File: config.mk
export PLATFORM = sky130hd
export DESIGN_NAME = adc_readout_router
export DESIGN_NICKNAME = d
export VERILOG_FILES = /design/src/rtl/adc_rd_pkg.sv /design/src/rtl/adc_src_select.sv /design/src/rtl/adc_cap_ram.sv /design/src/rtl/adc_burst_seq.sv /design/src/rtl/adc_readout_router.sv
export SDC_FILE = /design/constraint.sdc
export NUM_CORES = 1
export LEC_CHECK = 0
export BUFFER_PORTS_ARGS = -buffer_cell sky130_fd_sc_hd__buf_2
export CAP_MARGIN = 20
export CORE_MARGIN = 2
export CORE_UTILIZATION = 40
export CTS_CLUSTER_SIZE = 10
export DETAILED_ROUTE_END_ITERATION = 10
export HOLD_SLACK_MARGIN = 0.03
export PLACE_DENSITY = 0.64
export SLEW_MARGIN = 20
export SYNTH_ARGS = -nofsm -noshare
export SYNTH_HDL_FRONTEND = slang
export SYNTH_HIERARCHICAL = 1
export SYNTH_SLANG_ARGS = --single-unit
File: constraint.sdc
create_clock -name clk -period 6.05 [get_ports clk]
set_clock_uncertainty 0.2 [all_clocks]
set_input_delay 1.21 -clock clk [delete_from_list [all_inputs] [get_ports clk]]
set_output_delay 1.21 -clock clk [all_outputs]
set_load 0.05 [all_outputs]
File: src/rtl/adc_rd_pkg.sv
package adc_rd_pkg;
  typedef enum logic [1:0] {
    PH_IDLE  = 2'd0,
    PH_CAPT  = 2'd1,
    PH_DRAIN = 2'd2
  } phase_t;
endpackage

File: src/rtl/adc_src_select.sv
// Sample source: ADC word or a ramp that counts valid strobes.
module adc_src_select #(
  parameter int DATA_W = 16
) (
  input  logic              clk,
  input  logic              rst,
  input  logic              smp_valid,
  input  logic [DATA_W-1:0] smp_data,
  input  logic              test_sel,
  output logic [DATA_W-1:0] src_data
);
  logic [DATA_W-1:0] ramp_q;

  always_ff @(posedge clk) begin
    if (rst)            ramp_q <= '0;
    else if (smp_valid) ramp_q <= ramp_q + 1'b1;
  end

  assign src_data = test_sel ? ramp_q : smp_data;
endmodule

File: src/rtl/adc_cap_ram.sv
// Simple dual-port capture buffer with a registered read, written for block RAM inference.
module adc_cap_ram #(
  parameter int DATA_W = 16,
  parameter int DEPTH  = 32,
  localparam int ADDR_W = $clog2(DEPTH)
) (
  input  logic              clk,
  input  logic              we,
  input  logic [ADDR_W-1:0] waddr,
  input  logic [DATA_W-1:0] wdata,
  input  logic              re,
  input  logic [ADDR_W-1:0] raddr,
  output logic [DATA_W-1:0] rdata
);
  logic [DATA_W-1:0] mem [DEPTH];

  always_ff @(posedge clk) begin
    if (we) mem[waddr] <= wdata;
  end

  always_ff @(posedge clk) begin
    if (re) rdata <= mem[raddr];
  end
endmodule

File: src/rtl/adc_burst_seq.sv
// Burst sequencer: timed capture window, then an in-order drain paced by the FIFO full flag.
module adc_burst_seq
  import adc_rd_pkg::*;
#(
  parameter int DEPTH = 32,
  localparam int ADDR_W = $clog2(DEPTH),
  localparam int LEN_W  = $clog2(DEPTH + 1)
) (
  input  logic              clk,
  input  logic              rst,
  input  logic              launch,
  input  logic [LEN_W-1:0]  cap_len,
  input  logic              smp_valid,
  input  logic              fifo_full,
  output phase_t            phase,
  output logic              capturing,
  output logic              ram_we,
  output logic [ADDR_W-1:0] ram_waddr,
  output logic              ram_re,
  output logic [ADDR_W-1:0] ram_raddr,
  output logic              rd_valid,
  output logic              done
);
  logic [LEN_W-1:0] win_cnt;   // cycles left in the window
  logic [LEN_W-1:0] wcnt;      // samples stored
  logic [LEN_W-1:0] rcnt;      // words read back
  logic [LEN_W-1:0] len_eff;
  logic             issue;

  assign len_eff   = (cap_len > LEN_W'(DEPTH)) ? LEN_W'(DEPTH) : cap_len;
  assign capturing = (phase == PH_CAPT);
  assign issue     = (phase == PH_DRAIN) && !fifo_full && (rcnt != wcnt);
  assign ram_we    = capturing && smp_valid;
  assign ram_waddr = wcnt[ADDR_W-1:0];
  assign ram_re    = issue;
  assign ram_raddr = rcnt[ADDR_W-1:0];

  always_ff @(posedge clk) begin
    if (rst) begin
      phase    <= PH_IDLE;
      win_cnt  <= '0;
      wcnt     <= '0;
      rcnt     <= '0;
      rd_valid <= 1'b0;
      done     <= 1'b0;
    end else begin
      rd_valid <= issue;
      unique case (phase)
        PH_IDLE: begin
          if (launch) begin
            done    <= 1'b0;
            wcnt    <= '0;
            rcnt    <= '0;
            win_cnt <= len_eff;
            phase   <= (len_eff == '0) ? PH_DRAIN : PH_CAPT;
          end
        end
        PH_CAPT: begin
          if (smp_valid) wcnt <= wcnt + 1'b1;
          win_cnt <= win_cnt - 1'b1;
          if (win_cnt == LEN_W'(1)) phase <= PH_DRAIN;
        end
        PH_DRAIN: begin
          if (issue) begin
            rcnt <= rcnt + 1'b1;
          end else if ((rcnt == wcnt) && !rd_valid) begin
            phase <= PH_IDLE;
            done  <= 1'b1;
          end
        end
        default: phase <= PH_IDLE;
      endcase
    end
  end
endmodule

File: src/rtl/adc_readout_router.sv
// Top: mode register, streaming bypass, overflow flag and the registered output stage.
module adc_readout_router
  import adc_rd_pkg::*;
#(
  parameter int DATA_W = 16,
  parameter int DEPTH  = 32,
  localparam int ADDR_W = $clog2(DEPTH),
  localparam int LEN_W  = $clog2(DEPTH + 1)
) (
  input  logic              clk,
  input  logic              rst,
  input  logic              smp_valid,
  input  logic [DATA_W-1:0] smp_data,
  input  logic              test_sel,
  input  logic              stream_sel,
  input  logic              stop_req,
  input  logic              start,
  input  logic [LEN_W-1:0]  cap_len,
  input  logic              fifo_full,
  output logic              fifo_we,
  output logic [DATA_W-1:0] fifo_wdata,
  output logic              stream_on,
  output logic              busy,
  output logic              done,
  output logic              overflow
);
  phase_t            phase;
  logic              in_capture;
  logic [DATA_W-1:0] src_data;
  logic              ram_we, ram_re, rd_valid;
  logic [ADDR_W-1:0] ram_waddr, ram_raddr;
  logic [DATA_W-1:0] ram_rdata;
  logic              idle, launch, stream_fire, stream_drop;

  assign idle        = (phase == PH_IDLE);
  assign launch      = start && idle && !stream_on;
  assign stream_fire = stream_on && smp_valid && !stop_req && !fifo_full;
  assign stream_drop = stream_on && smp_valid && !stop_req && fifo_full;
  assign busy        = !idle;

  adc_src_select #(.DATA_W(DATA_W)) u_src (
    .clk(clk), .rst(rst), .smp_valid(smp_valid), .smp_data(smp_data),
    .test_sel(test_sel), .src_data(src_data)
  );

  adc_burst_seq #(.DEPTH(DEPTH)) u_seq (
    .clk(clk), .rst(rst), .launch(launch), .cap_len(cap_len),
    .smp_valid(smp_valid), .fifo_full(fifo_full), .phase(phase),
    .capturing(in_capture), .ram_we(ram_we), .ram_waddr(ram_waddr),
    .ram_re(ram_re), .ram_raddr(ram_raddr), .rd_valid(rd_valid), .done(done)
  );

  adc_cap_ram #(.DATA_W(DATA_W), .DEPTH(DEPTH)) u_ram (
    .clk(clk), .we(ram_we), .waddr(ram_waddr), .wdata(src_data),
    .re(ram_re), .raddr(ram_raddr), .rdata(ram_rdata)
  );

  // Mode is sampled only while idle and not launching.
  always_ff @(posedge clk) begin
    if (rst)                 stream_on <= 1'b0;
    else if (idle && !launch) stream_on <= stream_sel;
  end

  always_ff @(posedge clk) begin
    if (rst)              overflow <= 1'b0;
    else if (stop_req)    overflow <= 1'b0;
    else if (stream_drop) overflow <= 1'b1;
  end

  // Output stage: drain data and streamed data never overlap (mode frozen while busy).
  always_ff @(posedge clk) begin
    if (rst) begin
      fifo_we    <= 1'b0;
      fifo_wdata <= '0;
    end else begin
      fifo_we <= rd_valid || stream_fire;
      if (rd_valid)         fifo_wdata <= ram_rdata;
      else if (stream_fire) fifo_wdata <= src_data;
    end
  end
endmodule

# --- Yosys cells after proc, flatten, opt, wreduce, memory -nomap -nowiden ---
# Memory sizes are Yosys's and may differ from the RTL's. A register that Yosys moved wholly into a read port is not among the register bits.
# Index checks and enable logic that the tools add are counted.
op_classes:
  n_addsub: 4
  magnitude_cmp: 1
  n_eq_ne: 11
  muxes: 23
  reduce_logical: 29
ops:
  columns: ["op", "count"]
  rows:
  - ["two-way mux 16 bit", 3]
  - ["one-hot mux 6 bit (2 select lines)", 3]
  - ["two-way mux 6 bit", 5]
  - ["adder 16 x 1 -> 16 bit, second input constant", 1]
  - ["adder 6 x 1 -> 6 bit, second input constant", 2]
  - ["logical AND 1 bit", 11]
  - ["two-way mux 2 bit", 5]
  - ["inequality test 2 bit, second input constant", 5]
  - ["AND reduction 4 bit", 2]
  - ["== test 6 x 1 -> 1 bit, second input constant", 1]
  - ["== test 6 bit", 1]
  - ["> comparator 6 bit, second input constant", 1]
  - ["logical NOT 1 bit", 6]
  - ["logical NOT 6 bit", 1]
  - ["inequality test 6 bit", 1]
  - ["one-hot mux 2 bit (3 select lines)", 1]
  - ["AND reduction 3 bit", 2]
  - ["nonzero test 2 bit", 3]
  - ["subtractor 6 x 1 -> 6 bit, second input constant", 1]
  - ["two-way mux 1 bit", 5]
  - ["== test 2 x 1 -> 1 bit, second input constant", 1]
  - ["== test 2 bit, second input constant", 1]
  - ["logical NOT 2 bit", 1]
  - ["inequality test 2 x 1 -> 1 bit, second input constant", 1]
  - ["4 further kinds", 4]
totals:
  register_bits: 57
  mem_bits_rw: 512
  inputBits: 30
  out_inout_bits: 21
  elab_cells: 80
  n_memories: 1
mem_list:
  columns: ["memory", "depth", "width", "rd", "rd_ports_with_merged_regs", "wr", "line_no", "rtl"]
  rows:
  - ["u_ram.mem", 32, 16, 1, 1, 1, "adc_cap_ram.sv:15", "logic [DATA_W-1:0] mem [DEPTH];"]

# --- Longest topological paths before layout ---
# Gate-level depths: netlist of the first run.
depth:
  depth_word: 6
  ltp_mapped: 9

# --- By module ---
# Netlist of the first run, hierarchy kept.
by_module_without_submodules:
  columns: ["module", "instances", "cells_per_inst", "area_each_um2", "seq_area_each_um2"]
  rows:
  - ["adc_cap_ram", 1, 1143, 20696.1, 15855.2]
  - ["adc_burst_seq", 1, 172, 1430.1, 440.4]
  - ["adc_readout_router", 1, 88, 929.6, 380.4]
  - ["adc_src_select", 1, 96, 914.6, 320.3]

# --- Worst setup path before layout of the first run ---
# OpenSTA, ideal clock, no wires.
synth_path:
  path_type: "input -> register"
  startpoint: "in start"
  endpoint: "mem u_ram.mem[12][0] (enable)"
  setup_time_ps: 388
  t_arrival_ps: 3354
  required_ps: 5462
  path_slack_ps: 2107
  cell_stages: 7
  cell_sequence: "nor3b_1 > buf_6 > mux2i_1 > nor3_1 > or3b_2 > clkbuf_1 > nor2_1"
synth_rtl:
  columns: ["item", "line_no", "rtl"]
  rows:
  - ["from (decl)", "adc_readout_router.sv:17", "input logic start,"]
  - ["to (decl)", "adc_cap_ram.sv:15", null]

# --- Worst setup path in the final report of the first run ---
layout_path:
  startpoint: "reg u_seq.phase[1]"
  endpoint: "mem u_ram.mem[16][0] (enable)"
layout_between:
  elab_chain_cells: 4
layout_rtl:
  columns: ["item", "line_no", "rtl"]
  rows:
  - ["from (decl)", "adc_burst_seq.sv:15", "output phase_t phase,"]
  - ["from (signal assigned)", "adc_burst_seq.sv:55", "phase <= (len_eff == '0) ? PH_DRAIN : PH_CAPT;"]
  - ["== test 2 x 1 -> 1 bit", "adc_burst_seq.sv:31", "assign capturing = (phase == PH_CAPT);"]
  - ["logical AND 1 bit", "adc_burst_seq.sv:33", "assign ram_we = capturing && smp_valid;"]
  - ["via ram_we", "adc_readout_router.sv:30", "logic ram_we, ram_re, rd_valid;"]
  - ["two-way mux 1 bit", "adc_cap_ram.sv:18", "if (we) mem[waddr] <= wdata;"]
  - ["two-way mux 1 bit (implied by the code)", "adc_cap_ram.sv:18", null]
# The timed path passes the listed nets, and every way through them passes these cells.

==> impl_results.md, run 1 <==
* Status: completed
* Register area share after synthesis at 70.9%
* Starting DRT DRC Count at 1374
* CTS sink count at 585
* Core area at 59100 um2
* Drt total wl at 57200 um
* Fmax at 237 MHz
* Number of post-CTS setup repair buffers at 0
* Die extent in y at 249 um
* Detailed Place HPWL at 35600 um
* Sw Pwr at 1.72 mW
* Sequential power share at 53.0%
* Synth Warn # at 6
* Startpoint Class: register
* Fin crit share at 69.8%
* Via count at 13.2k
* Yosys top cell area share at 66.1%
* Clock slew at reported path FFs at 0.05 ns
* Post-Synth Simple-Gate Area at 6.21%
* Skew-Pair Late Insertion Delay at 0.60 ns
* Max clock buf depth at 3
* Worst-Margin Slew at 1.04 ns
* Layout cell share with drive strength beyond 1 at 14.6%
* Yosys cell types at 61
* Final setup vio count at 0
* RSZ-0062 raised after global routing: no
* Critical Path AT at 4.31 ns
* Clock root cell: clkbuf_16
* Setup CP Type: reg -> reg
* Drt pass-1 iters at 5
* Synth Area in Compound Gates at 6.05%
* Initial Utilization at 40.5%
* Avg Cell Area, Syn at 16.0 um2
* Slew Viols, Final at 0
* Port bufs at 50
* FFs w/ async S/R, synth at 0%
* CP endpoint kind: register
* Max Cap Viol at 0
* ANT cells at 0
* Combinational power share at 3.7%
* Avg Vias per Cell at 5.56
* Area after DPL at 24900 um2
* Vias in the first global route at 13.0k
* Synth Flop Type: edfxtp_1
* Largest area contributor in the netlist: edfxtp_1
* Critical path fanouts, max at 26
* Final Hold Viols at 0
* Mapped Area at 24000 um2
* Rel. slew slack at 30.4%
* CP required at 6.14 ns
* Final net count at 1612
* LEAKAGE at 8.25 nW
* Ports at 51
* Worst Hold Class: reg -> reg
* H-tree Lvls at 3
* Minimum clock period at 4.22 ns
* Die Footprint at 61900 um2
* Antenna Nets Post-Route at 0
* Hold slack at 0.274 ns
* Post-synth EDFFs at 528
* Final estimated routing congestion in global placement at 0.893
* Internal Power at 6.70 mW
* Num CTS Buffers at 69
* Largest net degree at the start of global routing at 71
* Global-route wire length before repair at 84100 um
* Syn nets at 1534
* Hold-fix buffers at CTS at 0
* Synth top area cells: edfxtp_1, mux2i_1, dfxtp_1
* Initial antenna violation count at 0
* Largest family of logic cells by synthesized area: multiplexers
* Gr usage total at 18.4%
* Post-Synth Adder-Cell Area at 0.261%
* Worst VDD drop at 0.000199 V
* CTS tree: done
* Yosys reg bits at 585
* Die Span X at 249 um
* Net Sw Frac at 20.5%
* Rows at 89
* DRC viols at 0
* Syn-to-layout area delta at 12.0%
* Final Cell Area at 26900 um2
* Pwr Density at 314 nW/um2
* Post-synthesis mux area share at 12.5%
* Post-route setup TNS at 0 ns
* Post-Syn Instances at 1499
* WL/cell at 24.0 um
* Gates resized, CTS repair at 0
* Clock power share at 43.3%
* Total gr overflow at 0
* Post-Synth XOR/XNOR Area at 0.804%
[path summary, 6_finish.rpt]
check,from,end,slack [ns],depth (start not counted)
min,u_seq/done,u_seq/done,0.27,2
max reg2reg,u_seq/phase[1],u_ram/mem[16][0],1.83,8
max,u_seq/phase[1],u_ram/mem[16][0],1.83,8
min reg2reg,u_seq/done,u_seq/done,0.27,2
[state kept, by name, indices dropped and copies added, names as in the netlist]
signal and cells:
u_seq/done 1, u_ram/rdata 16, u_ram/mem 512, overflow 1
fifo_we 1, u_seq/phase 2, u_seq/rd_valid 1, u_seq/win_cnt 6
fifo_wdata 16, stream_on 1, u_seq/wcnt 6, u_seq/rcnt 6
u_src/ramp_q 16
[layer usage]
metal / vias up / GRT usage [%] / part of all wire, %
met1: 6581 / 25.8 / 44
li1: 5994 / - / -
met5: - / 0 / 0
met2: 553 / 28.2 / 45
met3: 94 / 4.51 / 8.1
met4: 0 / 6.15 / 2.9
[cell usage after synthesis (all sizes together), types with 2 or more instances]
library cell	instances
nand3	39
nor3b	7
dfxtp	57
a211oi	19
nor4	3
a2111o	2
xnor2	7
a22oi	64
buf	80
a31oi	18
mux2i	279
nand2b	8
and2	4
mux2	18
or2	5
nor3	41
nor2b	6
inv	5
nand3b	7
clkbuf	20
o21ai	8
or3	4
nor4b	2
nand2	50
nand4	26
and3	3
nor2	70
or3b	3
a21oi	50
xor2	15
ha	5
a22o	32
edfxtp	528
and4	3
[worst max-delay path, cell delays in order, from the launching register on]
cell     delay (ns)
dfxtp_1        0.56
or2_2          0.44
nor3b_1        0.20
buf_4          0.19
mux2i_1        0.17
nor3_1         0.58
or3b_2         0.67
nor2_1         0.60
buf_4          0.30
[layout by cell type (no fill, tap or decap), types with 20 or more instances in the layout]
cell	Yosys	routed
edfxtp_1	528	528
dfxtp_1	57	55
nand3_1	39	39
nand2_1	50	50
clkbuf_16	0	73
nor3_1	41	41
nor2_1	69	69
buf_2	27	50
nand4_1	25	25
a21oi_1	50	50
clkbuf_1	20	20
a22oi_1	64	64
a22o_1	32	32
buf_4	29	55
mux2i_1	279	279
[layout make-up]
| type | instances | area, um2 |
|---|---|---|
| well taps | 773 | 967 |
| flip-flops and latches | 585 | 17000 |
| fillers | 5058 | 32300 |
| inverters | 5 | 18.8 |
| clock buffers | 93 | 1900 |
| clock inverters | 6 | 55.1 |
| repair buffers | 107 | 703 |
| multi-input cells | 809 | 6210 |
[power by group through the flow]
stage	logic, mW	clock network, mW	registers [mW]
2_1_floorplan	0.180	0	4.55
3_3_place_gp	0.303	0	4.54
3_5_place_dp	0.309	0	4.55
4_1_cts	0.310	3.73	4.46
5_1_grt	0.333	3.90	4.46
6_report	0.308	3.65	4.46
[kinds of logic after synthesis]
group | after synthesis
muxes | 297
AOI/OAI and AO/OA | 201
buffers and inverters | 105
xor gates and xnor gates | 22
adders and majority gates | 5
DFF | 585
and+or+nand+nor | 284
[stage by stage]
step	power [mW]	utilization [%]	setup slack, ns	std cells
2_1_floorplan	4.73	-	2.11	1499
3_3_place_gp	4.85	42.1	1.69	2279
3_5_place_dp	4.85	42.1	1.61	2279
4_1_cts	8.50	45.4	1.88	2378
5_1_grt	8.70	45.4	1.67	2378
6_report	8.42	45.4	1.83	2378
No activity file was read; power rests on OpenSTA's default activity.
==> inputs of run 2 (changes only) <==
==> constraint.sdc (replaced) <==
create_clock -name clk -period 3.9 [get_ports clk]
set_clock_uncertainty 0.2 [all_clocks]
set_input_delay 0.78 -clock clk [delete_from_list [all_inputs] [get_ports clk]]
set_output_delay 0.78 -clock clk [all_outputs]
set_load 0.05 [all_outputs]
==> impl_results.md, run 2 (same netlist as run 1, synthesis figures left out) <==
* RSZ-0062 raised after global routing: no
* Worst Hold Class: in -> reg
* Initial antenna violation count at 1
* DRC viols at 0
* Skew-Pair Late Insertion Delay at 0.59 ns
* Fillers at 5031
* Overall power at 13.2 mW
* Clock root cell: clkbuf_16
* Commonest non-fill, non-tap cell in the layout: edfxtp_1
* Number of post-CTS setup repair buffers at 0
* Layout cell share with drive strength beyond 1 at 16.0%
* Pre-CTS setup slack at 0.184 ns
* Post-route setup TNS at 0 ns
* Num CTS Buffers at 69
* Status: completed
* Worst VDD drop at 0.000307 V
* Top delay family on crit path: simple AND/OR/NAND/NOR gates
* Clock slew at reported path FFs at 0.05 ns
* Worst r2r path cells at 7
* Global-route wire length before repair at 87300 um
* Startpoint Class: register
* LEAKAGE at 8.43 nW
* CP endpoint kind: register
* Ports at 51
* Die Footprint at 61900 um2
* HP Start: stop_req
* Die extent in y at 249 um
* Pwr Density at 485 nW/um2
* Fmax at 274 MHz
* Final worst slack at 0.246 ns
* Final Hold Viols at 0
* Critical path launch point: u_seq/phase[1]
* Setup CP Type: reg -> reg
* Total gr overflow at 0
* Fin crit share at 93.7%
* Hold-fix buffers at CTS at 0
* Hold slack at 0.162 ns
* GR peak layer: met2
* Minimum clock period at 3.65 ns
* Largest net degree at the start of global routing at 71
* Initial Utilization at 40.5%
* Critical path fanouts, max at 12
* CP required at 3.97 ns
* # placed instances at 2306
* WP depth at 7
* Met1 Resource Use GR at 27.9%
* Hold endpoint: overflow
* H-tree Lvls at 3
* CTS sink count at 585
* CP max stage cell: nand3b_1
* Critical Path AT at 3.72 ns
* CP cell instances: or2_2 > nor3b_1 > mux2i_1 > nor3_1 > nand3b_1 > nor2_1 > buf_4
* Syn-to-layout area delta at 13.3%
* Rel. slew slack at 41.0%
* Via count at 13.6k
* Max reg flops at 512
* Most flops, register: u_ram/mem
* RR Startpoint: u_seq/phase[1]
* Vias in the first global route at 13.2k
* Starting DRT DRC Count at 1541
* Final estimated routing congestion in global placement at 0.913
* Max Cap Viol at 0
* Rows at 89
* Global Route met2 Usage at 29.6%
* CTS tree: done
* Reg2Reg Setup Slack at 0.25 ns
* Die Span X at 249 um
* WL/cell at 24.9 um
* Core area at 59100 um2
* Met3 Use GR at 3.85%
* Most frequent cells in the layout: edfxtp_1, mux2i_1, buf_4
* Final Non-Filler Cells at 2408
* Worst-Margin Slew at 0.883 ns
* Avg Vias per Cell at 5.64
* Port bufs at 50
* Hold Crit Depth at 2
* Gates resized, CTS repair at 0
* Worst Path Buf+Inv at 1
* Max incr delay on CP at 0.68 ns
* Final setup vio count at 0
* Detailed Place HPWL at 38700 um
* Drt total wl at 60000 um
* Max clock buf depth at 3
* Antenna Nets Post-Route at 0
* Final net count at 1639
* R2r endpoint: u_ram/mem[30][12]
* Gr usage total at 19.3%
* Slew Viols, Final at 0
* Drt pass-1 iters at 5
run 2: cell count changes in the layout (fill, tap and decap cells not counted), sizes merged:
cell,change
diode,+1
clkinvlp,-1
buf,+27
clkbuf,+2
clkinv,+3
inv,-2
run 2: worst reg2reg max path, stage by stage (launching register included):
cell	delay, ns
dfxtp_1	0.30
or2_2	0.32
nor3b_1	0.28
mux2i_1	0.24
nor3_1	0.48
nand3b_1	0.68
nor2_1	0.54
buf_4	0.29
run 2: how the worst max path moves through the flow:
stage                         to  slack (ns)
2_1_floorplan   u_ram/mem[12][0]        0.30
3_3_place_gp   u_ram/mem[30][11]        0.24
3_5_place_dp    u_ram/mem[28][1]        0.18
4_1_cts         u_ram/mem[30][3]        0.36
5_1_grt         u_ram/mem[30][3]        0.11
6_report       u_ram/mem[30][12]        0.25
run 2: layout make-up:
cell class / count / area [um2] / area share, %
clock inverters: 6 / 57.6 / 0.212
diodes: 1 / 2.50 / 0.00921
well taps: 773 / 967 / 3.56
inverters: 5 / 18.8 / 0.0691
flip-flops and latches: 585 / 17000 / 62.6
repair buffers: 134 / 993 / 3.66
multi-input cells: 809 / 6210 / 22.8
clock buffers: 95 / 1920 / 7.07
run 2: metal layers:
metal,routed length (um),up-vias
met3,4960,97
met4,1420,0
li1,-,6051
met5,0,-
met1,26400,6840
met2,27300,594
run 2: power breakdown:
group / switching (mW) / internal (mW)
Clock: 2.33 / 3.40
Sequential: 0.0272 / 6.88
Combinational: 0.382 / 0.156
Total: 2.74 / 10.4
run 2: stage by stage:
step | utilization [%] | instance area, um2
finish | 45.9 | 27200
global route | 45.9 | 27200
CTS | 45.9 | 27200
detailed placement | 42.6 | 25200
global placement | 42.6 | 25200
floorplan | - | 24000
==> inputs of run 3 (changes only) <==
--- a/config.mk
+++ b/config.mk
@@ -13,6 +13,7 @@
 export DETAILED_ROUTE_END_ITERATION = 10
 export HOLD_SLACK_MARGIN = 0.03
 export PLACE_DENSITY = 0.64
+export RECOVER_POWER = 25
 export SLEW_MARGIN = 20
 export SYNTH_ARGS = -nofsm -noshare
 export SYNTH_HDL_FRONTEND = slang
==> impl_results.md, run 3 (same netlist as run 1, synthesis figures left out) <==
* WL/cell at 24.9 um
* Antenna Nets Post-Route at 0
* Worst Hold Class: in -> reg
* Number of post-CTS setup repair buffers at 0
* Skew-Pair Late Insertion Delay at 0.59 ns
* H-tree Lvls at 3
* Gates resized, CTS repair at 0
* Core area at 59100 um2
* Most frequent cells in the layout: edfxtp_1, mux2i_1, clkbuf_16, buf_4, nor2_1
* Top delay family on crit path: simple AND/OR/NAND/NOR gates
* Initial antenna violation count at 1
* Failing checks: max-capacitance violations, max-slew violations
* Clock slew at reported path FFs at 0.05 ns
* Top layer in use: met4
* Via count at 13.5k
* Syn-to-layout area delta at 13.2%
* Vias in the first global route at 13.2k
* Slew Viols, Final at 55
* CP endpoint kind: register
* Worst Path Buf+Inv at 1
* Die Footprint at 61900 um2
* CP required at 3.97 ns
* Avg Vias per Cell at 5.61
* Minimum clock period at 3.69 ns
* Met1 WL at 26500 um
* Final Hold Viols at 0
* Largest net degree at the start of global routing at 71
* Final worst slack at 0.215 ns
* Num CTS Buffers at 69
* Detailed Place HPWL at 38700 um
* Ports at 51
* Critical path fanouts, max at 12
* CP cell instances: or2_2 > nor3b_1 > mux2i_1 > nor3_1 > nand3b_1 > nor2_1 > buf_4
* Fmax at 271 MHz
* Worst VDD drop at 0.000306 V
* Post-route setup TNS at 0 ns
* Status: complete, but fails checks
* Routed wl met3 at 4890 um
* Setup CP Type: reg -> reg
* Die Span X at 249 um
* CP max stage cell: nand3b_1
* Final setup vio count at 0
* Final net count at 1639
* Max reg flops at 512
* Clock root cell: clkbuf_16
* RSZ-0062 raised after global routing: no
* CTS tree: done
* Drt pass-1 iters at 6
* Layout cell share with drive strength beyond 1 at 14.6%
* CTS sink count at 585
* Final estimated routing congestion in global placement at 0.913
* Pwr Density at 485 nW/um2
* Port bufs at 50
* Worst-Margin Slew at 1.87 ns
* Max incr delay on CP at 0.68 ns
* Total gr overflow at 0
* Rows at 89
* LEAKAGE at 8.41 nW
* Initial Utilization at 40.5%
* Startpoint Class: register
* Global-route wire length before repair at 87300 um
* Hold-fix buffers at CTS at 0
* Drt total wl at 60000 um
* Critical Path AT at 3.75 ns
* Fin crit share at 94.5%
* Pre-CTS setup slack at 0.184 ns
* Most flops, register: u_ram/mem
* Met2 WL at 27200 um
* Max Cap Viol at 2
* Max clock buf depth at 3
* Reg2Reg Setup Slack at 0.21 ns
* Gr usage total at 19.3%
* Rel. slew slack at -25.0%
* Die extent in y at 249 um
* Starting DRT DRC Count at 1439
* DRC viols at 0
* Commonest non-fill, non-tap cell in the layout: edfxtp_1
[run 3: cell types whose count changed in the layout (fill, tap and decap cells not counted), sizes merged]
cell	delta
buf	-6
clkbuf	+6
[run 3: area by class of cell]
class | instances | area (um2)
antenna | 1 | 2.50
clock buffer | 95 | 1920
clock inverter | 6 | 57.6
fill | 5043 | 32000
inverter | 5 | 18.8
multi-input combinational | 809 | 6210
sequential | 585 | 17000
tap | 773 | 967
timing repair buffer | 134 | 951
[run 3: path summary, 6_finish.rpt]
kind	start	to	cells after the start
setup / recovery	u_seq/phase[1]	u_ram/mem[30][12]	7
hold reg to reg	u_seq/done	u_seq/done	2
hold / removal	stop_req	overflow	2
setup reg to reg	u_seq/phase[1]	u_ram/mem[30][12]	7
[run 3: metrics by stage]
| step | hold slack, ns | area [um2] | total power [mW] | util [%] | cells |
|---|---|---|---|---|---|
| finish | 0.163 | 27100 | 13.2 | 45.9 | 2408 |
| floorplan | 0.255 | 24000 | 7.33 | - | 1499 |
| global route | 0.141 | 27100 | 13.5 | 45.9 | 2407 |
| global placement | 0.268 | 25200 | 7.56 | 42.6 | 2306 |
| CTS | 0.126 | 27200 | 13.3 | 45.9 | 2407 |
| detailed placement | 0.268 | 25200 | 7.57 | 42.6 | 2306 |
[run 3: layer usage]
layer	GRT usage [%]	up-vias
met5	0	-
met4	5.32	0
met3	3.85	96
met2	29.6	580
met1	27.9	6795
li1	-	6044
[run 3: report_power, final]
part           switching, mW  internal, mW
registers             0.0274          6.88
logic                  0.382         0.149
clock network           2.33          3.40
total                   2.73          10.4
